===== src/rtl/div_half_pkg.sv =====
package div_half_pkg;

  localparam int unsigned DEF_PERIOD_HALVES = 5;
  localparam int unsigned DEF_HIGH_HALVES   = 2;

  // Index (in rising-edge counts) of the falling edge that starts the second
  // pulse of a two-pulse group.
  function automatic int unsigned late_start(input int unsigned period_halves);
    return (period_halves - 1) / 2;
  endfunction

endpackage


===== src/rtl/hdiv_rst_sync.sv =====
module hdiv_rst_sync #(
  parameter int unsigned STAGES = 2
) (
  input  logic clk_i,
  input  logic arst_ni,
  output logic rst_no
);

  logic [STAGES-1:0] sync_q;
  logic [STAGES-1:0] sync_d;

  always_comb begin
    sync_d = {sync_q[STAGES-2:0], 1'b1};
  end

  always_ff @(posedge clk_i or negedge arst_ni) begin
    if (!arst_ni) sync_q <= '0;
    else          sync_q <= sync_d;
  end

  assign rst_no = sync_q[STAGES-1];

endmodule


===== src/rtl/hdiv_rise_phase.sv =====
module hdiv_rise_phase #(
  parameter int unsigned PERIOD_HALVES = div_half_pkg::DEF_PERIOD_HALVES,
  parameter int unsigned HIGH_HALVES   = div_half_pkg::DEF_HIGH_HALVES,
  localparam int unsigned W            = $clog2(PERIOD_HALVES)
) (
  input  logic         clk_i,
  input  logic         rst_ni,
  input  logic         en_i,
  output logic [W-1:0] phase_o,
  output logic         pulse_o
);

  localparam int unsigned HALF_HI = HIGH_HALVES / 2;
  localparam logic [W-1:0] LAST   = W'(PERIOD_HALVES - 1);

  logic [W-1:0] cnt_q, cnt_d;
  logic         pulse_q, pulse_d;
  logic         run;

  // Next state: enable only matters while the group counter rests at zero.
  always_comb begin
    run = en_i || (cnt_q != '0);
    if (!run)               cnt_d = '0;
    else if (cnt_q == LAST) cnt_d = '0;
    else                    cnt_d = cnt_q + 1'b1;
    pulse_d = run && (cnt_q < W'(HALF_HI));
  end

  always_ff @(posedge clk_i or negedge rst_ni) begin
    if (!rst_ni) begin
      cnt_q   <= '0;
      pulse_q <= 1'b0;
    end else begin
      cnt_q   <= cnt_d;
      pulse_q <= pulse_d;
    end
  end

  assign phase_o = cnt_q;
  assign pulse_o = pulse_q;

  // the group counter closes after PERIOD_HALVES rising edges
  p_wrap_r1: assert property (@(posedge clk_i) disable iff (!rst_ni)
    (cnt_q == LAST) |=> (cnt_q == '0));

  // an idle counter with enable low stays idle and raises no pulse
  p_idle_hold_r6: assert property (@(posedge clk_i) disable iff (!rst_ni)
    (cnt_q == '0 && !en_i) |=> (cnt_q == '0 && !pulse_q));

endmodule


===== src/rtl/hdiv_fall_phase.sv =====
module hdiv_fall_phase #(
  parameter int unsigned PERIOD_HALVES = div_half_pkg::DEF_PERIOD_HALVES,
  parameter int unsigned HIGH_HALVES   = div_half_pkg::DEF_HIGH_HALVES,
  localparam int unsigned W            = $clog2(PERIOD_HALVES)
) (
  input  logic         clk_i,
  input  logic         rst_ni,
  input  logic [W-1:0] phase_i,
  output logic         pulse_o
);

  localparam int unsigned START   = div_half_pkg::late_start(PERIOD_HALVES);
  localparam int unsigned HALF_HI = HIGH_HALVES / 2;

  logic [W-1:0] mirror_q, mirror_d;
  logic         pulse_q, pulse_d;

  // The mirror lags the rising-edge counter by half a period; decoding the
  // mirror's current value places the pulse on the intended falling edge.
  always_comb begin
    mirror_d = phase_i;
    pulse_d  = (mirror_q >= W'(START)) && (mirror_q < W'(START + HALF_HI));
  end

  always_ff @(negedge clk_i or negedge rst_ni) begin
    if (!rst_ni) begin
      mirror_q <= '0;
      pulse_q  <= 1'b0;
    end else begin
      mirror_q <= mirror_d;
      pulse_q  <= pulse_d;
    end
  end

  assign pulse_o = pulse_q;

endmodule


===== src/rtl/hdiv_clk_gen.sv =====
module hdiv_clk_gen #(
  parameter int unsigned PERIOD_HALVES = div_half_pkg::DEF_PERIOD_HALVES,
  parameter int unsigned HIGH_HALVES   = div_half_pkg::DEF_HIGH_HALVES,
  parameter int unsigned SYNC_STAGES   = 2
) (
  input  logic clk_in,
  input  logic rst_n,
  input  logic en,
  output logic clk_div
);

  localparam int unsigned W = $clog2(PERIOD_HALVES);

  logic         rst_int_n;
  logic [W-1:0] phase_r;
  logic         pulse_r;
  logic         pulse_f;

  hdiv_rst_sync #(
    .STAGES (SYNC_STAGES)
  ) u_rst_sync (
    .clk_i   (clk_in),
    .arst_ni (rst_n),
    .rst_no  (rst_int_n)
  );

  hdiv_rise_phase #(
    .PERIOD_HALVES (PERIOD_HALVES),
    .HIGH_HALVES   (HIGH_HALVES)
  ) u_rise (
    .clk_i   (clk_in),
    .rst_ni  (rst_int_n),
    .en_i    (en),
    .phase_o (phase_r),
    .pulse_o (pulse_r)
  );

  hdiv_fall_phase #(
    .PERIOD_HALVES (PERIOD_HALVES),
    .HIGH_HALVES   (HIGH_HALVES)
  ) u_fall (
    .clk_i   (clk_in),
    .rst_ni  (rst_int_n),
    .phase_i (phase_r),
    .pulse_o (pulse_f)
  );

  // Two registered sources that never change on the same edge: hazard-free OR.
  assign clk_div = pulse_r | pulse_f;

  // the two edge-domain pulses never overlap (seen from both edges)
  p_excl_rise_r3: assert property (@(posedge clk_in) disable iff (!rst_int_n)
    !(pulse_r && pulse_f));

  p_excl_fall_r3: assert property (@(negedge clk_in) disable iff (!rst_int_n)
    !(pulse_r && pulse_f));

  // output is low whenever reset is asserted
  p_reset_low_r4: assert property (@(posedge clk_in)
    !rst_n |-> !clk_div);

endmodule


===== config.mk =====
export PLATFORM = sky130hd
export DESIGN_NAME = hdiv_clk_gen
export DESIGN_NICKNAME = d
export VERILOG_FILES = /design/src/rtl/div_half_pkg.sv /design/src/rtl/hdiv_rst_sync.sv /design/src/rtl/hdiv_rise_phase.sv /design/src/rtl/hdiv_fall_phase.sv /design/src/rtl/hdiv_clk_gen.sv
export SDC_FILE = /design/constraint.sdc
export NUM_CORES = 1
export LEC_CHECK = 0
export ABC_CLOCK_PERIOD_IN_PS = 900
export CORE_AREA = 2 2 39 41
export CTS_BUF_LIST = sky130_fd_sc_hd__clkbuf_4
export DETAILED_ROUTE_END_ITERATION = 10
export DIE_AREA = 0 0 41 43
export PLACE_DENSITY_LB_ADDON = 0.25
export SKIP_LAST_GASP = 1
export SYNTH_ARGS = -nofsm -noshare
export SYNTH_HDL_FRONTEND = slang
export SYNTH_SLANG_ARGS = --single-unit

===== constraint.sdc =====
create_clock -name clk_in -period 0.9 [get_ports clk_in]
set_clock_uncertainty 0.15 [all_clocks]
set_input_delay 0.135 -clock clk_in [delete_from_list [all_inputs] [get_ports clk_in]]
set_output_delay 0.135 -clock clk_in [all_outputs]
set_load 0.01 [all_outputs]

# == Yosys cells after proc, flatten, opt, wreduce, memory -nomap -nowiden ==
# Index checks and enable logic that the tools add are counted.
# Widths: inputs -> output; s select.
# totals
ff_bits,10
inputBits,3
output_inout_bits,1
word_cells,17
# classes
addsub,1
magnitude_cmp,3
n_eq_ne,1
muxes,2
bitwise_logic,1
n_reduce_logical,4
# op_table
cell,count
$mux 3,2
$add 3x1->3 const B,1
$eq 3x3->1 const B,1
$ge 3x2->1 const B,1
$lt 3x1->1 const B,1
$lt 3x2->1 const B,1
$reduce_bool 3->1,1
$logic_and 1x1->1,2
$logic_or 1x1->1,1
$or 1x1->1,1

# == Depth between registers and ports, before layout ==
# Gate-level depths: netlist of the first run.
# logic_depth
ltp_word,3
mapped_depth,4
depth_no_buf,4

# == Cells and area by module ==
# A second synthesis of the first run with hierarchy kept.
# hier_totals
hier_cells,24
area_unflattened_um2,365.4
# by_module_without_submodules
mod,instances,cells_per_inst,area_per_inst_um2,seq_area_each_um2
hdiv_rise_phase,1,15,192.7,100.1
hdiv_fall_phase,1,5,112.6,100.1
hdiv_rst_sync,1,3,53.8,50.0
hdiv_clk_gen,1,1,6.3,0.0

==> metrics.md, run 1 <==
| Metric | Value |
|---|---|
| Status | finished, violations left |
| Failing checks | negative hold slack, negative setup slack |
| Post-synthesis sequential area ratio | 68.3% |
| Startpoint type of the worst setup path | register |
| Worst path max stage delay | between 300 and 400 ps |
| Fill cells | roughly 140 |
| Detailed Route Iter0 Violations | 1 |
| Vias in the first global route | roughly 250 |
| Internal | between 1000 and 1500 µW |
| Critical path type | reg -> out |
| ANT cells | 0 |
| Setup ws final | -734 ps |
| Clock slew at reported path FFs | 60 ps |
| DRT antenna net count | 0 |
| H-tree level count | 1 |
| Register area | 251 µm² |
| Netlist cell types | 15 |
| Final setup vio count | 8 |
| Syn Std Cell Area | roughly 370 µm² |
| Synthesized flop and latch total | 10 |
| Share of cells above drive strength 1 | approximately 56% |
| Critical Path AT | between 1000 and 1500 ps |
| Grt total ovfl | 0 |
| Final Slew Violations | 0 |
| CP endpoint kind | output port |
| CTS tree | yes |
| Pwr dens | 3320 nW/µm² |
| Final RePlAce weighted congestion | approximately 0.7 |
| Net Count, Synth | 30 |
| Cell taking the most area after synthesis | dfrtp_1 |
| Max Cap Viol | 0 |
| Dpl hpwl | around 460 µm |
| Chip height | ~43 µm |
| Peak supply drop | 1.35 mV |
| Area grow syn2layout | 50.5% |
| Sw Ratio | between 30% and 40% |
| Worst r2r src | u_rise.phase_o[0]$_DFF_PN0_ |
| Metal2 WL | 350 µm |
| Post-CTS Hold Buffers | 1 |
| Leak pwr | around 0.00025 µW |
| I/O pin count | 4 |
| Routed len/inst | about 11 µm |
| Die Span X | 41 µm |
| First-pass GRT wire length | between 1000 and 1500 µm |
| RSZ-0062 raised after global routing | yes |
| IO Port Bufs | 3 |
| Yosys warning count | 0 |
| Initial antenna violation count | 0 |
| Worst hold-check path type | reg -> async |
| Die area | about 1800 µm² |
| Clk pwr share | between 10% and 20% |
| DR pass1 iterations | 3 |
| Num Clock Sinks | 10 |
| Core Region | approximately 1400 µm² |
| Crit Path Max Fanout | 1 |
| Switch Pwr | between 500 and 600 µW |
| Post-synthesis cell count | 25 |
| Metal3 WL | 27 µm |
| CP max stage cell | dfrtn_1 |
| DRC | 0 |
| Fin nets | 45 |
| Clock Latency Late Sink | roughly 260 ps |
| Combinational Power Share | 44.5% |
| Final hold slack | -57.2 ps |
| Largest net degree at the start of global routing | 7 |
| Total power | between 1500 and 2000 µW |
| Routed WL | approximately 600 µm |
| Max clock buf depth | 2 |
| M1 WL | 215 µm |
| Hold Fails Final Rpt | 1 |
| Max Used Layer | met3 |
| Crit path from | u_fall.pulse_o$_DFF_NN0_ |
| Root buffer cell | clkbuf_4 |
| Via density | 3.95 |
| CTS Buf Count | 3 |
| Crit path required time | around 600 ps |
| Flop pwr share | between 30% and 40% |
| Std cell rows | 14 |
| Starting Density | between 20% and 30% |
| Syn_area_per_cell | approximately 15 µm² |
| Pre-CTS WS | -798 ps |
| Area contributors post-synth | dfrtp_1 (41%), dfrtn_1 (27%), ha_1 (6.8%), nand2b_4 (3.8%), nor4_2 (3.4%) |
| Top-area cell type share of the netlist area | 41.0% |
| Area of the multi-input gates | about 160 µm² |
| Total number of vias | ~220 |
| Gr usage total | under 10% |
| Worst path cell trace | or2_1 -> buf_2 |
## final cells by class
cell class | instances | area share (%)
Clock buffer | 3 | 4.08
Clock inverter | 1 | 0.680
Inverter | 2 | 1.36
Multi-Input combinational cell | 13 | 28.1
Sequential cell | 10 | 45.6
Tap cell | 16 | 3.63
Timing Repair Buffer | 10 | 16.6
## worst max-delay path, delay by kind of cell (launching register included)
kind / cells / cell delay [ps]
buf+inv: 1 / 130
flops: 1 / 310
simple gates: 1 / 190
## metal layers
layer	vias up	global-route usage, %
met5	-	0
met4	0	10.0
met3	0	3.14
met2	4	15.0
met1	105	9.40
li1	108	-
## power by group through the flow
stage	Combinational (µW)	Sequential [µW]	Clock, µW
5_1_grt	889	739	347
4_1_cts	748	717	315
2_1_floorplan	346	718	0
3_3_place_gp	606	717	0
6_report	814	719	298
3_5_place_dp	635	721	0
## layout by cell type, fill, tap and decap left out
cell,instances
o2bb2ai_2,1
nor2b_4,1
or2_1,1
nor3b_1,1
inv_2,2
clkinv_1,1
nor4_2,1
nand2b_4,1
conb_1,1
clkbuf_4,3
buf_4,3
dfrtp_2,1
buf_6,3
ha_4,2
dfrtp_1,5
nand2b_1,1
nor2_2,1
buf_2,1
a21boi_2,1
dfrtn_1,4
a21oi_2,1
clkdlybuf4s50_1,2
dlygate4sd3_1,1
## cell families (layout without fill, tap and decap cells)
kind of cell	count (synthesis)	in the layout	share of synthesized area, %
AO/OA/AOI/OAI	3	3	5.80
AND/OR/NAND/NOR	7	7	16.0
flip-flops	10	10	68.3
other	1	1	1.02
adder cells (fa/ha/maj)	2	2	6.82
buffers and inverters	2	16	2.05
## timing repair
action                                  CTS  global route
buffers inserted                          1             0
hold endpoints to repair                  3             1
gates resized for setup                  10             4
pin swaps                                 4             1
endpoints found under the setup margin    8             8
gates cloned                              0             0
## registers in the layout, summed over array words and instances (netlist names)
register           cells
u_fall.mirror_q        3
u_rise.phase_o         3
u_rise.pulse_o         1
u_rst_sync.sync_q      2
u_fall.pulse_o         1
## path summary, 6_finish.rpt
path / cells after the start / slack, ps / endpoint
setup / recovery: 2 / -730 / clk_div
hold / removal: 0 / -60 / u_rise.pulse_o$_DFF_PN0_
setup reg to reg: 0 / -300 / u_fall.mirror_q[0]$_DFF_NN0_
hold reg to reg: 0 / -60 / u_rise.pulse_o$_DFF_PN0_
max in group asynchronous: 2 / 60 / u_rst_sync.sync_q[1]$_DFF_PN0_
min in group clk_in: 0 / 200 / u_rst_sync.sync_q[1]$_DFF_PN0_
## Yosys cell counts
cell type	count
inv_1	2
a21boi_1	1
o2bb2ai_1	1
a21oi_1	1
or2_1	1
nand2b_4	1
nand2b_1	1
nor2_1	1
ha_1	2
conb_1	1
dfrtn_1	4
nor4_2	1
dfrtp_1	6
nor3b_1	1
nor2b_2	1
## stage by stage
stage / instances / setup TNS [ps] / util [%] / cell area [µm²]
after floorplan: 25 / -1710 / - / 384
after global placement: 49 / -2570 / 34.1 / 472
after detailed placement: 49 / -2620 / 34.1 / 472
after CTS: 55 / -2520 / 38.9 / 538
after global routing: 55 / -2670 / 39.9 / 552
final: 55 / -2410 / 39.9 / 552
(Power assumes the default switching activity.)
==> run 2: changes to the inputs <==
Settings changed: CORE_AREA 2 2 39 41 to 4 4 41 43, DIE_AREA 0 0 41 43 to 0 0 45 47, SLEW_MARGIN from default to 20.
==> metrics.md, run 2 (synthesized netlist as in run 1, its figures left out) <==
| Metric | Value |
|---|---|
| Status | finished, violations left |
| Failing checks | negative hold slack, negative setup slack |
| Crit Path Max Fanout | 1 |
| Root buffer cell | clkbuf_4 |
| Dpl hpwl | 422 µm |
| Leak pwr | roughly 0.00024 µW |
| Routed len/inst | between 10 and 15 µm |
| Num Clock Sinks | 10 |
| RSZ-0062 raised after global routing | yes |
| H-tree level count | 1 |
| Switch Pwr | ~500 µW |
| Setup tns final | -2350 ps |
| Final Slew Violations | 0 |
| Routed WL | roughly 530 µm |
| DR pass1 iterations | 1 |
| Total power | 1680 µW |
| CTS tree | yes |
| Detailed Route Iter0 Violations | 0 |
| Critical Path AT | about 1400 ps |
| Post-CTS Hold Buffers | 1 |
| Vias in the first global route | 248 |
| Commonest non-fill, non-tap cell in the layout | dfrtp_1 |
| Via density | 4.15 |
| Worst r2r src | u_rise.phase_o[1]$_DFF_PN0_ |
| DRT antenna net count | 0 |
| Final hold slack | -63.2 ps |
| CP max stage cell | dfrtn_1 |
| Internal | about 1200 µW |
| Final RePlAce weighted congestion | between 0.7 and 0.8 |
| Hold Fails Final Rpt | 1 |
| ANT cells | 0 |
| Setup ws final | -742 ps |
| Commonest cells after routing, fill and taps aside | dfrtp_1 (6), buf_4 (4), dfrtn_1 (4), clkbuf_4 (3) |
| CP endpoint kind | output port |
| Initial antenna violation count | 0 |
| Peak supply drop | 1.23 mV |
| Clock Latency Late Sink | between 200 and 300 ps |
| Max Cap Viol | 0 |
| Clk pwr share | a little under a fifth |
| Total number of vias | 220 |
| Area grow syn2layout | 41.3% |
| Clock slew at reported path FFs | 60 ps |
| Reg2Reg Depth | 0 |
| Worst path max stage delay | about 320 ps |
| Startpoint type of the worst setup path | register |
| Largest net degree at the start of global routing | 7 |
| Final setup vio count | 8 |
| Post-CTS Setup Bufs | 0 |
| Flop pwr share | a little over two fifths |
| Worst hold-check path type | reg -> async |
| Share of cells above drive strength 1 | around 47% |
| Core Region | approximately 1300 µm² |
| Max clock buf depth | 2 |
| DRC | 0 |
| CTS Buf Count | 3 |
| Combinational Power Share | between 30% and 40% |
| Chip height | about 47 µm |
| Starting Density | between 20 and 30% |
| Std cell rows | 13 |
| Worst path cell trace | or2_1 -> buf_2 |
| Grt total ovfl | 0 |
| Fill cells | between 100 and 150 |
| Reg2Reg Setup Slack | -290 ps |
| Fin nets | 44 |
| Critical path type | reg -> out |
| Worst R2R End | u_fall.mirror_q[1]$_DFF_NN0_ |
| Gr usage total | under 10% |
| Crit path required time | a little over 600 ps |
| First-pass GRT wire length | 1060 µm |
| I/O pin count | 4 |
| Sw Ratio | 29.7% |
| Pwr dens | 3250 nW/µm² |
| Pre-CTS WS | -804 ps |
| Die Span X | 45 µm |
| Die area | around 2100 µm² |
| IO Port Bufs | 3 |
[run 2: layout make-up]
type	instances	area [µm²]	share of cell area [%]
Timing Repair Buffer	9	76.3	14.7
Sequential cell	10	250	48.3
Clock inverter	1	3.75	0.725
Multi-Input combinational cell	13	139	26.8
Clock buffer	3	22.5	4.35
Tap cell	15	18.8	3.62
Inverter	2	7.51	1.45
[run 2: critical path, delay by kind of cell (launching register included)]
kind	cells	cell delay [ps]
buffers and inverters	1	130
DFF	1	320
and+or+nand+nor	1	190
[run 2: per-layer routing]
| metal | up-vias | global-route usage (%) | share of wire, % |
|---|---|---|---|
| met2 | 5 | 11.9 | 53 |
| met4 | 0 | 1.75 | 0 |
| li1 | 106 | - | - |
| met5 | - | 0 | 0 |
| met1 | 109 | 7.82 | 40 |
| met3 | 0 | 5.75 | 7.3 |
[run 2: through the flow]
step	instance area, µm²	cells	utilization [%]
6_report	518	53	39.8
3_5_place_dp	470	48	36.2
4_1_cts	518	53	39.8
2_1_floorplan	384	25	-
5_1_grt	518	53	39.8
3_3_place_gp	470	48	36.2
[run 2: worst max path at each step]
stage,slack [ps],to,startpoint
3_3_place_gp,-800,clk_div,u_fall.pulse_o$_DFF_NN0_
6_report,-740,clk_div,u_fall.pulse_o$_DFF_NN0_
5_1_grt,-780,clk_div,u_fall.pulse_o$_DFF_NN0_
3_5_place_dp,-800,clk_div,u_fall.pulse_o$_DFF_NN0_
4_1_cts,-750,clk_div,u_fall.pulse_o$_DFF_NN0_
2_1_floorplan,-370,clk_div,u_fall.pulse_o$_DFF_NN0_
[run 2: power by group through the flow]
stage / sequential (µW) / clock [µW] / combinational (µW)
6_report: 713 / 304 / 664
5_1_grt: 739 / 347 / 725
4_1_cts: 719 / 314 / 672
3_5_place_dp: 725 / 0 / 616
3_3_place_gp: 716 / 0 / 600
2_1_floorplan: 718 / 0 / 346
[run 2: timing repair]
action                                  4_1_cts  5_1_grt
endpoints found under the hold margin         3        1
endpoints found under the setup margin        8        8
pin swaps                                     2        1
resized for setup                             8        0
